[config.mk]
export PLATFORM = sky130hd
export DESIGN_NAME = pfx_seq
export DESIGN_NICKNAME = d
export VERILOG_FILES = /design/src/rtl/pfx_seq_pkg.sv /design/src/rtl/pfx_seq_operand.sv /design/src/rtl/pfx_seq_stack.sv /design/src/rtl/pfx_seq.sv
export SDC_FILE = /design/constraint.sdc
export NUM_CORES = 1
export LEC_CHECK = 0
export BUFFER_PORTS_ARGS = -buffer_cell sky130_fd_sc_hd__buf_2
export CORE_ASPECT_RATIO = 1.4
export CORE_MARGIN = 3
export CORE_UTILIZATION = 63
export CTS_BUF_LIST = sky130_fd_sc_hd__clkbuf_8
export DETAILED_ROUTE_END_ITERATION = 8
export PLACE_DENSITY = 0.9
export SLEW_MARGIN = 20
export SYNTH_ARGS = -nofsm -noshare
export SYNTH_HDL_FRONTEND = slang
export SYNTH_SLANG_ARGS = --single-unit
[constraint.sdc]
create_clock -name clk -period 12.1 [get_ports clk]
set_input_delay 1.21 -clock clk [delete_from_list [all_inputs] [get_ports clk]]
set_output_delay 1.21 -clock clk [all_outputs]
set_load 0.005 [all_outputs]
[src/rtl/pfx_seq_pkg.sv]
package pfx_seq_pkg;

  // Function codes carried in bits 7:4 of an instruction byte
  typedef enum logic [3:0] {
    FN_JUMP  = 4'h0,
    FN_LDLP  = 4'h1,
    FN_PFIX  = 4'h2,
    FN_LDNL  = 4'h3,
    FN_LDC   = 4'h4,
    FN_LDNLP = 4'h5,
    FN_NFIX  = 4'h6,
    FN_LDL   = 4'h7,
    FN_RSV8  = 4'h8,
    FN_RSV9  = 4'h9,
    FN_RSVA  = 4'hA,
    FN_AJW   = 4'hB,
    FN_EQC   = 4'hC,
    FN_STL   = 4'hD,
    FN_STNL  = 4'hE,
    FN_OPER  = 4'hF
  } fn_e;

  typedef enum logic [1:0] {PH_FETCH, PH_MEM, PH_OPER} phase_e;

  typedef enum logic [1:0] {MK_LDL, MK_LDNL, MK_STL, MK_STNL} memk_e;

  typedef enum logic [2:0] {SK_HOLD, SK_PUSH, SK_LOAD_A, SK_POP, SK_A_FROM_C} stk_op_e;

  typedef enum logic [1:0] {OR_HOLD, OR_POS, OR_NEG, OR_CLR} or_op_e;

endpackage

[src/rtl/pfx_seq_operand.sv]
module pfx_seq_operand
  import pfx_seq_pkg::*;
#(
  parameter int WORD_W = 32,
  parameter int NIB_W  = 4
) (
  input  logic              clk,
  input  logic              rst_n,
  input  or_op_e            op,
  input  logic [NIB_W-1:0]  nib,
  output logic [WORD_W-1:0] opnd,
  output logic [WORD_W-1:0] oreg
);

  logic [WORD_W-1:0] merged;

  assign merged = oreg | {{(WORD_W-NIB_W){1'b0}}, nib};
  assign opnd   = merged;

  always_ff @(posedge clk) begin
    if (!rst_n) begin
      oreg <= '0;
    end else begin
      case (op)
        OR_POS:  oreg <= merged << NIB_W;
        OR_NEG:  oreg <= (~merged) << NIB_W;
        OR_CLR:  oreg <= '0;
        default: oreg <= oreg;
      endcase
    end
  end

endmodule

[src/rtl/pfx_seq_stack.sv]
module pfx_seq_stack
  import pfx_seq_pkg::*;
#(
  parameter int WORD_W = 32
) (
  input  logic              clk,
  input  logic              rst_n,
  input  stk_op_e           op,
  input  logic [WORD_W-1:0] din,
  output logic [WORD_W-1:0] a,
  output logic [WORD_W-1:0] b,
  output logic [WORD_W-1:0] c
);

  always_ff @(posedge clk) begin
    if (!rst_n) begin
      a <= '0;
      b <= '0;
      c <= '0;
    end else begin
      case (op)
        SK_PUSH: begin
          c <= b;
          b <= a;
          a <= din;
        end
        SK_LOAD_A:   a <= din;
        SK_POP: begin
          a <= b;
          b <= c;
        end
        SK_A_FROM_C: a <= c;
        default: ;
      endcase
    end
  end

endmodule

[src/rtl/pfx_seq.sv]
module pfx_seq
  import pfx_seq_pkg::*;
#(
  parameter int              WORD_W   = 32,
  parameter logic [WORD_W-1:0] RST_IPTR = '0,
  parameter logic [WORD_W-1:0] RST_WPTR = 32'h0000_1000
) (
  input  logic              clk,
  input  logic              rst_n,
  output logic              if_req,
  output logic [WORD_W-1:0] if_addr,
  input  logic              if_ack,
  input  logic [7:0]        if_byte,
  output logic              dm_req,
  output logic              dm_we,
  output logic [WORD_W-1:0] dm_addr,
  output logic [WORD_W-1:0] dm_wdata,
  input  logic              dm_ack,
  input  logic [WORD_W-1:0] dm_rdata,
  output logic              op_valid,
  output logic [WORD_W-1:0] op_code,
  input  logic              op_done,
  output logic [WORD_W-1:0] stk_a,
  output logic [WORD_W-1:0] stk_b,
  output logic [WORD_W-1:0] stk_c,
  output logic [WORD_W-1:0] wptr,
  output logic [WORD_W-1:0] iptr
);

  localparam int NIB_W = 4;
  localparam int WSH   = $clog2(WORD_W / 8);
  localparam logic [WORD_W-1:0] ONE = WORD_W'(1);

  phase_e            phase_q, phase_d;
  memk_e             memk_q, memk_d;
  logic [WORD_W-1:0] maddr_q, maddr_d;
  logic [WORD_W-1:0] opcode_q, opcode_d;
  logic [WORD_W-1:0] iptr_q, iptr_d;
  logic [WORD_W-1:0] wptr_q, wptr_d;

  or_op_e            or_op;
  stk_op_e           stk_op;
  logic [WORD_W-1:0] stk_din;
  logic [WORD_W-1:0] opnd, opnd_sc, oreg_q;
  logic [NIB_W-1:0]  nib;
  logic [3:0]        fn;

  assign fn      = if_byte[7:4];
  assign nib     = if_byte[NIB_W-1:0];
  assign opnd_sc = opnd << WSH;

  pfx_seq_operand #(.WORD_W(WORD_W), .NIB_W(NIB_W)) u_operand (
    .clk  (clk),
    .rst_n(rst_n),
    .op   (or_op),
    .nib  (nib),
    .opnd (opnd),
    .oreg (oreg_q)
  );

  pfx_seq_stack #(.WORD_W(WORD_W)) u_stack (
    .clk  (clk),
    .rst_n(rst_n),
    .op   (stk_op),
    .din  (stk_din),
    .a    (stk_a),
    .b    (stk_b),
    .c    (stk_c)
  );

  // Decode and sequencing
  always_comb begin
    phase_d  = phase_q;
    memk_d   = memk_q;
    maddr_d  = maddr_q;
    opcode_d = opcode_q;
    iptr_d   = iptr_q;
    wptr_d   = wptr_q;
    or_op    = OR_HOLD;
    stk_op   = SK_HOLD;
    stk_din  = '0;
    case (phase_q)
      PH_FETCH: begin
        if (if_ack) begin
          iptr_d = iptr_q + ONE;
          or_op  = OR_CLR;
          case (fn)
            FN_PFIX: or_op = OR_POS;
            FN_NFIX: or_op = OR_NEG;
            FN_JUMP: iptr_d = iptr_q + ONE + opnd;
            FN_LDC: begin
              stk_op  = SK_PUSH;
              stk_din = opnd;
            end
            FN_LDLP: begin
              stk_op  = SK_PUSH;
              stk_din = wptr_q + opnd_sc;
            end
            FN_LDNLP: begin
              stk_op  = SK_LOAD_A;
              stk_din = stk_a + opnd_sc;
            end
            FN_EQC: begin
              stk_op  = SK_LOAD_A;
              stk_din = {{(WORD_W-1){1'b0}}, (stk_a == opnd)};
            end
            FN_AJW: wptr_d = wptr_q + opnd_sc;
            FN_LDL: begin
              phase_d = PH_MEM;
              memk_d  = MK_LDL;
              maddr_d = wptr_q + opnd_sc;
            end
            FN_STL: begin
              phase_d = PH_MEM;
              memk_d  = MK_STL;
              maddr_d = wptr_q + opnd_sc;
            end
            FN_LDNL: begin
              phase_d = PH_MEM;
              memk_d  = MK_LDNL;
              maddr_d = stk_a + opnd_sc;
            end
            FN_STNL: begin
              phase_d = PH_MEM;
              memk_d  = MK_STNL;
              maddr_d = stk_a + opnd_sc;
            end
            FN_OPER: begin
              phase_d  = PH_OPER;
              opcode_d = opnd;
            end
            default: ;
          endcase
        end
      end
      PH_MEM: begin
        if (dm_ack) begin
          phase_d = PH_FETCH;
          case (memk_q)
            MK_LDL: begin
              stk_op  = SK_PUSH;
              stk_din = dm_rdata;
            end
            MK_LDNL: begin
              stk_op  = SK_LOAD_A;
              stk_din = dm_rdata;
            end
            MK_STL:  stk_op = SK_POP;
            default: stk_op = SK_A_FROM_C;
          endcase
        end
      end
      default: begin
        if (op_done) phase_d = PH_FETCH;
      end
    endcase
  end

  always_ff @(posedge clk) begin
    if (!rst_n) begin
      phase_q  <= PH_FETCH;
      memk_q   <= MK_LDL;
      maddr_q  <= '0;
      opcode_q <= '0;
      iptr_q   <= RST_IPTR;
      wptr_q   <= RST_WPTR;
    end else begin
      phase_q  <= phase_d;
      memk_q   <= memk_d;
      maddr_q  <= maddr_d;
      opcode_q <= opcode_d;
      iptr_q   <= iptr_d;
      wptr_q   <= wptr_d;
    end
  end

  assign if_req   = (phase_q == PH_FETCH);
  assign if_addr  = iptr_q;
  assign dm_req   = (phase_q == PH_MEM);
  assign dm_we    = dm_req && ((memk_q == MK_STL) || (memk_q == MK_STNL));
  assign dm_addr  = maddr_q;
  assign dm_wdata = (memk_q == MK_STL) ? stk_a : stk_b;
  assign op_valid = (phase_q == PH_OPER);
  assign op_code  = opcode_q;
  assign iptr     = iptr_q;
  assign wptr     = wptr_q;

endmodule

# After elaboration in Yosys (flattened, before gate mapping)
# Cells that the tools add are included.
dict set report word_totals {
  ff_bits 260
  latchBits 0
  mem_bits_rw 0
  romBits 0
  inputBits 45
  output_inout_bits 292
  word_cells 93
  memories 0
}
dict set report classes {
  n_addsub 4
  multipliers 0
  n_div 0
  order_cmp 0
  n_eq_ne 28
  shifts 0
  muxes 25
  n_bitwise 2
  n_reduce_logical 24
}
# op n
set op_table {}
lappend op_table {{case mux 32 bit (2 select lines)} 3}
lappend op_table {{case mux 32 bit (3 select lines)} 2}
lappend op_table {{two-way mux 32 bit} 5}
lappend op_table {{case mux 32 bit (4 select lines)} 1}
lappend op_table {{adder 32 bit} 3}
lappend op_table {{adder 32 x 1 -> 32 bit, second input constant} 1}
lappend op_table {{== test 32 bit} 1}
lappend op_table {{bitwise OR 32 x 4 -> 32 bit} 1}
lappend op_table {{NOT 28 bit} 1}
lappend op_table {{== test 4 bit, second input constant} 5}
lappend op_table {{== test 4 x 3 -> 1 bit, second input constant} 4}
lappend op_table {{case mux 2 bit (2 select lines)} 4}
lappend op_table {{two-way mux 2 bit} 6}
lappend op_table {{AND reduction 3 bit} 4}
lappend op_table {{OR reduction 2 bit} 6}
lappend op_table {{== test 2 bit, second input constant} 5}
lappend op_table {{case mux 3 bit (3 select lines)} 1}
lappend op_table {{nonzero test 3 bit} 3}
lappend op_table {{== test 4 x 2 -> 1 bit, second input constant} 2}
lappend op_table {{case mux 2 bit (4 select lines)} 1}
lappend op_table {{== test 2 x 1 -> 1 bit, second input constant} 3}
lappend op_table {{== test 3 x 2 -> 1 bit, second input constant} 2}
lappend op_table {{case mux 3 bit (2 select lines)} 1}
lappend op_table {{== test 4 x 1 -> 1 bit, second input constant} 1}
lappend op_table {{14 further kinds} 17}

# Depth between registers and ports, before layout
# Gate-level depths: netlist of run 1.
dict set report depth {
  ltp_word 8
  mapped_depth 18
  ltp_nobuf 17
}

# Cells and area by module
# Synthesis of run 1 repeated with hierarchy kept, for this count alone.
dict set report hier_totals {
  cells_unflattened 2323
  area_unflattened_um2 18645.4
}
# module n_inst cells_each area_each_um2 seq_area_each_um2
set by_module_without_submodules {}
lappend by_module_without_submodules {pfx_seq 1 1624 12125.4 2602.5}
lappend by_module_without_submodules {pfx_seq_stack 1 516 4895.9 1921.8}
lappend by_module_without_submodules {pfx_seq_operand 1 183 1624.1 560.5}

# Least setup slack after synthesis of run 1
# No wires, ideal clock.
dict set report synth_path {
  path_kind {reg-to-reg}
  start {reg iptr_q[1] (netlist: if_addr[1])}
  end {reg iptr_q[31] (netlist: if_addr[31])}
  t_arrival_ns 3.823
  slack_ns 8.206
  path_stages_with_launch 18
  n_path_buf 1
  period_less_slack_ns 3.894
  path_cell_list {dfxtp_1 > ha_1 > nand3_2 > or3_4 > or3_1 > buf_6 > nor2_1 > xor2_1 > ha_1 > a21oi_1 > o21ai_0 > nor3_1 > a211oi_1 > a41oi_2 > o31a_1 > nor3_1 > mux2i_1 > mux2i_1}
}
dict set report synth_between {
  elab_chain_cells 3
}
# item line
set synth_rtl {}
lappend synth_rtl {{from (decl)} pfx_seq.sv:38} ;# logic [WORD_W-1:0] iptr_q, iptr_d;
lappend synth_rtl {{from (signal assigned)} pfx_seq.sv:172} ;# iptr_q <= iptr_d;
lappend synth_rtl {{adder 32 x 1 -> 32 bit *} {pfx_seq.sv:85, pfx_seq.sv:90}}
lappend synth_rtl {{adder 32 bit} pfx_seq.sv:90} ;# FN_JUMP: iptr_d = iptr_q + ONE + opnd;
lappend synth_rtl {{two-way mux 32 bit *} pfx_seq.sv:87} ;# case (fn)
# Mark *: on every way between the ends. The rest lies on a longest branch, timed or not.
# A chain may end at the register's enable or synchronous reset.

# Worst setup path after layout of run 1
dict set report layout_path {
  start {reg iptr_q[0] (netlist: if_addr[0])}
  end {reg iptr_q[31] (netlist: if_addr[31])}
}
# Same word-level chain as after synthesis.

==> metrics, run 1 <==
Finish-stage setup viols=0; Critical Path Sink Type=flip-flop; routed wirelength normalized by instance count=roughly 24 µm; count of flip-flops with a built-in enable after synthesis=0; Netlist cell types=92; Arr. time, crit path=5.05 ns; cell count after synthesis=about 2.4k; startpoint class of the critical path=flip-flop; number of DRC markers in iteration 0=2531; Post-layout nets=2751; leading cell type in the layout, fill and taps excluded=sky130_fd_sc_hd__nand2_1; maximum number of buffers from clock root to sink=3; Worst path max stage delay=between 0.5 and 0.6 ns; Clk Latency, worst-skew pair=0.60 ns; CP delay by family, top=simple AND/OR/NAND/NOR gates; HP Class=reg2reg; starting density of the core=around 65%; final worst clock skew=0.0374 ns; overflow left after global routing=0; number of DRC violations after detailed routing=0; TritonCTS Buffers=42; Endpoint, Worst Hold=op_code[14]$_SDFFE_PN0P_; Detailed Route WL=between 70000 and 80000 µm; critical path data required time=12.60 ns; Seq/Total Area, Yosys=~28%; Worst Hold Depth=2; largest fanout on the critical path=7; DRT antenna net count=0; worst reg2reg path endpoint=if_addr[31]$_SDFFE_PN0P_; I/O Buffers=between 300 and 400; width of the chip=149 µm; iteration count of the initial detailed-routing pass=6; launching point of the worst reg2reg path=if_addr[0]$_SDFFE_PN0P_; Crit path buffers/inverters=0; first-pass GRT wire length=109000 µm; post-CTS setup buffer count=0; Leakage=9.33 nW; Synth async-reset ratio=0%; reg-to-reg slack, setup=~7.6 ns; minimum clock period=4.55 ns; RSZ-0062 raised after global routing=false; number of antenna violations at the first check in global routing=1; area delta synth->final=13.6%; clock transition at the registers of the reported paths=0.06 ns; Total Routing Usage GR=45.3%; total chip power=0.00221 W; final count of pins violating max slew=0; status=finished, final reports clean; Die Span Y=206 µm; routability cong.=1.02; placement row count=approximately 70; Antenna Diode Count=0; post-cts sizing count=0; final-report hold violation count=0; sequence of cells on the critical path=ha_1 -> nand3_2 -> or3_4 -> or3_1 -> nor2_1 -> xor2_1 -> ha_1 -> a21oi_1 -> o21ai_0 -> nor3_1 -> a211oi_1 -> a41oi_2 -> o31a_1 -> nor3_1 -> mux2i_1 -> mux2i_1; classification of the worst setup path=reg2reg; pin count of the biggest net entering global routing=97; vias per cell=6.77; Hold Startpoint=op_code[14]$_SDFFE_PN0P_; number of global-route vias before repair=19.0k; total clock sinks=254; maximum vdd drop=0.103 mV; hold buffers post-CTS=0; Die ar.=between 30000 and 40000 µm²; vias after detailed routing=~20k; TritonCTS clock tree=yes; r2r worst-path depth=16; Placeable Area=27900 µm²; most common flop cell mapped by yosys=sky130_fd_sc_hd__dfxtp_1; total standard cell area after synthesis=around 18000 µm²; highest clock rate=220 MHz; max-cap violation count=0; IO Count=337; portion of the clock cycle consumed by the worst path in the final layout=37.6%; flip-flop and latch count after synthesis=254; root buffer cell=sky130_fd_sc_hd__clkbuf_8; crit path max-delay cell type=sky130_fd_sc_hd__or3_1; commonest cells after routing, fill and taps aside=sky130_fd_sc_hd__nand2_1, sky130_fd_sc_hd__buf_2, sky130_fd_sc_hd__dfxtp_1, sky130_fd_sc_hd__a21oi_1, sky130_fd_sc_hd__nor2_1; slew at the pin closest to its max-slew limit=1.11 ns; warnings from Yosys=0; Setup TNS Final=0 ns; Power Dens Cells=roughly 110 nW/µm²; mean instance size in the synthesized netlist=7.56 µm²; max_slew headroom=25.6%; final HPWL from detailed placement=approximately 52000 µm; filler instances=2234; H-tree levels=2; fraction of layout cells with a size suffix above 1=19.7%
## per-layer routing
| layer | GRT usage (%) | vias to the layer above | wire, µm |
|---|---|---|---|
| li1 | - | 9014 | - |
| met1 | 50.9 | 9371 | 24300 |
| met2 | 73.3 | 1546 | 32600 |
| met3 | 11.6 | 433 | 9050 |
| met4 | 34.5 | 2 | 7070 |
| met5 | 0 | - | 15 |
## power breakdown
part	total [W]	switching, W	leakage (nW)	internal (W)
registers	0.000957	0.0000848	2.06	0.000872
clock network	0.000795	0.000382	0.483	0.000412
logic	0.000461	0.000288	6.78	0.000172
total	0.00221	0.000756	9.33	0.00146
## sequential cells by signal, summed over array words and instances (netlist names), 28 cells and up
| name | flops |
|---|---|
| u_stack.b | 32 |
| u_stack.c | 32 |
| wptr | 30 |
| op_code | 32 |
| dm_addr | 32 |
| if_addr | 32 |
| u_stack.a | 32 |
| u_operand.oreg | 28 |
## worst min-delay path, delay by kind of cell, from the launching register on
| family | cells | cell delay, ns |
|---|---|---|
| AOI/OAI and AO/OA | 1 | 0.05 |
| DFF | 1 | 0.31 |
| and+or+nand+nor | 1 | 0.05 |
## final cells by class
| class | instances | area [µm²] | area share (%) |
|---|---|---|---|
| multi-input cells | 1904 | 12000 | 58.5 |
| flip-flops and latches | 254 | 5080 | 24.8 |
| repair buffers | 368 | 1960 | 9.54 |
| clock buffers | 49 | 674 | 3.29 |
| well taps | 370 | 463 | 2.26 |
| clock inverters | 25 | 166 | 0.812 |
| inverters | 39 | 151 | 0.739 |
## cells by family after synthesis
family          after synthesis  share of synthesized area (%)
simple gates                842                           20.9
compound gates              758                           27.4
flops                       254                           28.2
buf+inv                     229                           5.72
xor+xnor                    136                           6.85
fa+ha+maj                    97                           6.85
mux                          69                           4.05
other cells                   1                         0.0208
## worst max-delay path by stage
| stage | startpoint | to | cells after the start |
|---|---|---|---|
| after floorplan | if_addr[1]$_SDFFE_PN0P_ | if_addr[31]$_SDFFE_PN0P_ | 17 |
| after global placement | if_addr[1]$_SDFFE_PN0P_ | if_addr[31]$_SDFFE_PN0P_ | 16 |
| after detailed placement | if_addr[0]$_SDFFE_PN0P_ | if_addr[31]$_SDFFE_PN0P_ | 16 |
| after CTS | if_addr[0]$_SDFFE_PN0P_ | if_addr[31]$_SDFFE_PN0P_ | 16 |
| after global routing | if_addr[0]$_SDFFE_PN0P_ | if_addr[31]$_SDFFE_PN0P_ | 16 |
| final | if_addr[0]$_SDFFE_PN0P_ | if_addr[31]$_SDFFE_PN0P_ | 16 |
## cells in the mapped netlist (8+ instances only)
| cell type | number | share of area [%] |
|---|---|---|
| sky130_fd_sc_hd__inv_1 | 39 | 0.81 |
| sky130_fd_sc_hd__o21bai_1 | 8 | 0.33 |
| sky130_fd_sc_hd__nand2b_1 | 17 | 0.59 |
| sky130_fd_sc_hd__dfxtp_1 | 254 | 28 |
| sky130_fd_sc_hd__o21ai_0 | 164 | 4.5 |
| sky130_fd_sc_hd__or3_1 | 14 | 0.49 |
| sky130_fd_sc_hd__and3_1 | 13 | 0.45 |
| sky130_fd_sc_hd__ha_1 | 94 | 6.5 |
| sky130_fd_sc_hd__nand4_1 | 24 | 0.83 |
| sky130_fd_sc_hd__a311oi_1 | 15 | 0.73 |
| sky130_fd_sc_hd__a211oi_1 | 63 | 2.6 |
| sky130_fd_sc_hd__mux2i_1 | 37 | 2.1 |
| sky130_fd_sc_hd__xnor2_1 | 65 | 3.2 |
| sky130_fd_sc_hd__nor2_1 | 201 | 4.2 |
| sky130_fd_sc_hd__nor3_1 | 41 | 1.1 |
| sky130_fd_sc_hd__nand3_1 | 48 | 1.3 |
| sky130_fd_sc_hd__o211ai_1 | 43 | 1.8 |
| sky130_fd_sc_hd__clkbuf_1 | 123 | 2.6 |
| sky130_fd_sc_hd__nor4_1 | 10 | 0.35 |
| sky130_fd_sc_hd__buf_2 | 19 | 0.53 |
| sky130_fd_sc_hd__a221oi_1 | 26 | 1.3 |
| sky130_fd_sc_hd__nand2_1 | 402 | 8.4 |
| sky130_fd_sc_hd__buf_4 | 36 | 1.5 |
| sky130_fd_sc_hd__a221o_1 | 8 | 0.44 |
| sky130_fd_sc_hd__and2_1 | 16 | 0.55 |
| sky130_fd_sc_hd__o21a_1 | 16 | 0.67 |
| sky130_fd_sc_hd__xor2_1 | 65 | 3.2 |
| sky130_fd_sc_hd__a31oi_1 | 33 | 1.1 |
| sky130_fd_sc_hd__nor2b_1 | 17 | 0.59 |
| sky130_fd_sc_hd__a22oi_1 | 13 | 0.54 |
| sky130_fd_sc_hd__o221ai_1 | 17 | 0.83 |
| sky130_fd_sc_hd__a21o_1 | 54 | 2.2 |
| sky130_fd_sc_hd__mux2_2 | 32 | 2.0 |
| sky130_fd_sc_hd__a21oi_1 | 224 | 6.2 |
## metrics by stage
stage / instances / utilization (%) / hold WS [ns] / instance area [µm²] / worst slack (ns)
after floorplan: 2387 / - / 0.448 / 18000 / 8.21
after global placement: 2932 / 70.2 / 0.439 / 19600 / 7.76
after detailed placement: 2934 / 70.3 / 0.444 / 19600 / 7.64
after CTS: 3008 / 73.3 / 0.452 / 20500 / 7.58
after global routing: 3009 / 73.4 / 0.470 / 20500 / 7.16
final: 3009 / 73.4 / 0.453 / 20500 / 7.55
Power figures use the tool's default switching activity.
==> run 2, diff against run 1 <==
--- a/config.mk
+++ b/config.mk
@@ -8,10 +8,10 @@
 export BUFFER_PORTS_ARGS = -buffer_cell sky130_fd_sc_hd__buf_2
 export CORE_ASPECT_RATIO = 1.4
 export CORE_MARGIN = 3
-export CORE_UTILIZATION = 63
+export CORE_UTILIZATION = 53
 export CTS_BUF_LIST = sky130_fd_sc_hd__clkbuf_8
 export DETAILED_ROUTE_END_ITERATION = 8
-export PLACE_DENSITY = 0.9
+export PLACE_DENSITY = 0.81
 export SLEW_MARGIN = 20
 export SYNTH_ARGS = -nofsm -noshare
 export SYNTH_HDL_FRONTEND = slang
==> constraint.sdc (replaced) <==
create_clock -name clk -period 3.74 [get_ports clk]
set_input_delay 0.374 -clock clk [delete_from_list [all_inputs] [get_ports clk]]
set_output_delay 0.374 -clock clk [all_outputs]
set_load 0.005 [all_outputs]
==> metrics, run 2 (same netlist as run 1, synthesis figures left out) <==
amount of wire on met2 after detailed routing=36300 µm (+11%); Placeable Area=33400 µm² (+20%); TritonCTS clock tree=yes; startpoint class of the critical path=flip-flop; iteration count of the initial detailed-routing pass=6 (unchanged); maximum vdd drop=0.428 mV (+310%); min setup slack post-route=-0.0977 ns (-7.65 ns); hold buffers post-CTS=0 (unchanged); Leakage=10.3 nW (+10%); RSZ-0062 raised after global routing=true; Metal-1 WL=27700 µm (+14%); crit path max-delay cell type=sky130_fd_sc_hd__or3_4; highest layer used for signal routing=met5; status=finished with violations; routed wirelength normalized by instance count=24.3 µm (+0.18%); number of DRC violations after detailed routing=0 (unchanged); routability cong.=1.04 (+2.2%); Critical Path Sink Type=flip-flop; width of the chip=162 µm (+8.7%); max-cap violation count=0 (unchanged); violations in the final reports=negative setup slack; leading cell type in the layout, fill and taps excluded=sky130_fd_sc_hd__nand2_1; Finish-stage setup viols=2 (+2); number of global-route vias before repair=19.7k (+3.5%); fraction of layout cells with a size suffix above 1=26.0% (+6.3 points); final count of pins violating max slew=0 (unchanged); final HPWL from detailed placement=58300 µm (+11%); minimum clock period=3.84 ns (-0.710 ns); Power Dens Cells=353 nW/µm² (+230%); final-report hold violation count=0 (unchanged); number of DRC markers in iteration 0=2239 (-12%); placement row count=79 (+9.7%); Arr. time, crit path=4.36 ns (-0.69 ns); sequence of cells on the critical path=ha_4 -> nand3_4 -> or3_4 -> or3_4 -> buf_6 -> nor2_8 -> nand2_2 -> xnor2_2 -> ha_1 -> a21o_1 -> a21o_1 -> a21oi_2 -> o21ai_2 -> buf_4 -> nand2b_4 -> nand3_2 -> nor3_2 -> mux2i_1 -> mux2i_1; Die ar.=36300 µm² (+18%); end-of-flow core utilization=66.6% (-6.8 points); slew at the pin closest to its max-slew limit=1.05 ns (-0.0607 ns); IO Count=337 (unchanged); Post-layout nets=2906 (+5.6%); vias per cell=6.39 (-5.6%); Crit path buffers/inverters=2 (+2); first-pass GRT wire length=117000 µm (+7.0%); TritonCTS Buffers=44 (+4.8%); Setup TNS Final=-0.139 ns (-0.139 ns); HP Class=in2reg; highest clock rate=261 MHz (+18%); largest fanout on the critical path=7 (unchanged); Detailed Route WL=78700 µm (+7.9%); vias after detailed routing=20.7k (+1.7%); I/O Buffers=334 (unchanged); starting density of the core=54.0% (-11 points); routed length on met3=7850 µm (-13%); max_slew headroom=29.7% (+4.1 points); overflow left after global routing=0 (unchanged); instance count on the critical path=19 (+3); Die Span Y=224 µm (+8.8%); CP delay by family, top=simple AND/OR/NAND/NOR gates; critical path data required time=4.26 ns (-8.34 ns); pin count of the biggest net entering global routing=77 (-21%); DRT antenna net count=0 (unchanged); classification of the worst setup path=reg2reg; Worst path max stage delay=0.44 ns (-0.15 ns); final worst clock skew=0.0369 ns (-0.000528 ns); area delta synth->final=23.3%; clock transition at the registers of the reported paths=0.06 ns (about the same); Worst Hold Depth=3 (+1); Clk Latency, worst-skew pair=0.61 ns (about the same); commonest cells after routing, fill and taps aside=sky130_fd_sc_hd__nand2_1, sky130_fd_sc_hd__buf_2, sky130_fd_sc_hd__dfxtp_1, sky130_fd_sc_hd__a21oi_1, sky130_fd_sc_hd__nor2_1; H-tree levels=2 (unchanged); root buffer cell=sky130_fd_sc_hd__clkbuf_8; number of antenna violations at the first check in global routing=2 (+1); maximum number of buffers from clock root to sink=3 (unchanged); total clock sinks=254 (unchanged); portion of the clock cycle consumed by the worst path in the final layout=103% (+65 points); r2r worst-path depth=19 (+3); Total Routing Usage GR=41.1% (-4.2 points)
[run 2: tightest hold or removal path: stages]
cell                       delay, ns
sky130_fd_sc_hd__buf_2          0.09
sky130_fd_sc_hd__a221oi_1       0.07
sky130_fd_sc_hd__nor2_1         0.07
[run 2: through the flow]
step	power [W]	hold slack, ns	cell area [µm²]	instances	setup WS, ns
after floorplan	0.00399	0.448	18100	2387	0.00301
after global placement	0.00468	0.438	20800	3147	-0.230
after detailed placement	0.00470	0.444	20800	3147	-0.350
after CTS	0.00778	0.0301	22000	3232	-0.0943
after global routing	0.00809	0.0630	22200	3240	-0.264
final	0.00785	0.0494	22200	3241	-0.0977
[run 2: final timing paths]
kind	start	to	slack (ns)
max	if_addr[0]$_SDFFE_PN0P_	if_addr[31]$_SDFFE_PN0P_	-0.1
min	dm_rdata[9]	u_stack.a[9]$_SDFFE_PN0P_	0.05
max reg2reg	if_addr[0]$_SDFFE_PN0P_	if_addr[31]$_SDFFE_PN0P_	-0.1
min reg2reg	op_code[5]$_SDFFE_PN0P_	op_code[5]$_SDFFE_PN0P_	0.45
[run 2: routing by layer]
metal | up-vias | GRT usage, %
li1 | 9326 | -
met1 | 9696 | 47.1
met2 | 1333 | 68.4
met3 | 360 | 8.40
met4 | 2 | 28.5
met5 | - | 0
[run 2: area by class of cell]
cell class / instances / area [µm²]
Fill cell: 2973 / 11200
Timing Repair Buffer: 521 / 3110
Clock buffer: 59 / 812
Clock inverter: 17 / 236
Tap cell: 445 / 557
Inverter: 39 / 151
Antenna cell: 2 / 5.00
Multi-Input combinational cell: 1904 / 12300
Sequential cell: 254 / 5090
[run 2: what timing repair did]
item,CTS,global route
endpoints found under the hold margin,0,0
gates cloned,0,0
pin swaps,18,23
gates resized for setup,18,42
setup endpoints to repair,8,11
buffers inserted,9,8
[run 2: power breakdown]
part | internal (W) | switching (W) | total (W) | leakage, nW
clock network | 0.00182 | 0.00128 | 0.00310 | 0.554
logic | 0.000666 | 0.00106 | 0.00172 | 7.66
registers | 0.00282 | 0.000199 | 0.00302 | 2.07
total | 0.00531 | 0.00254 | 0.00785 | 10.3
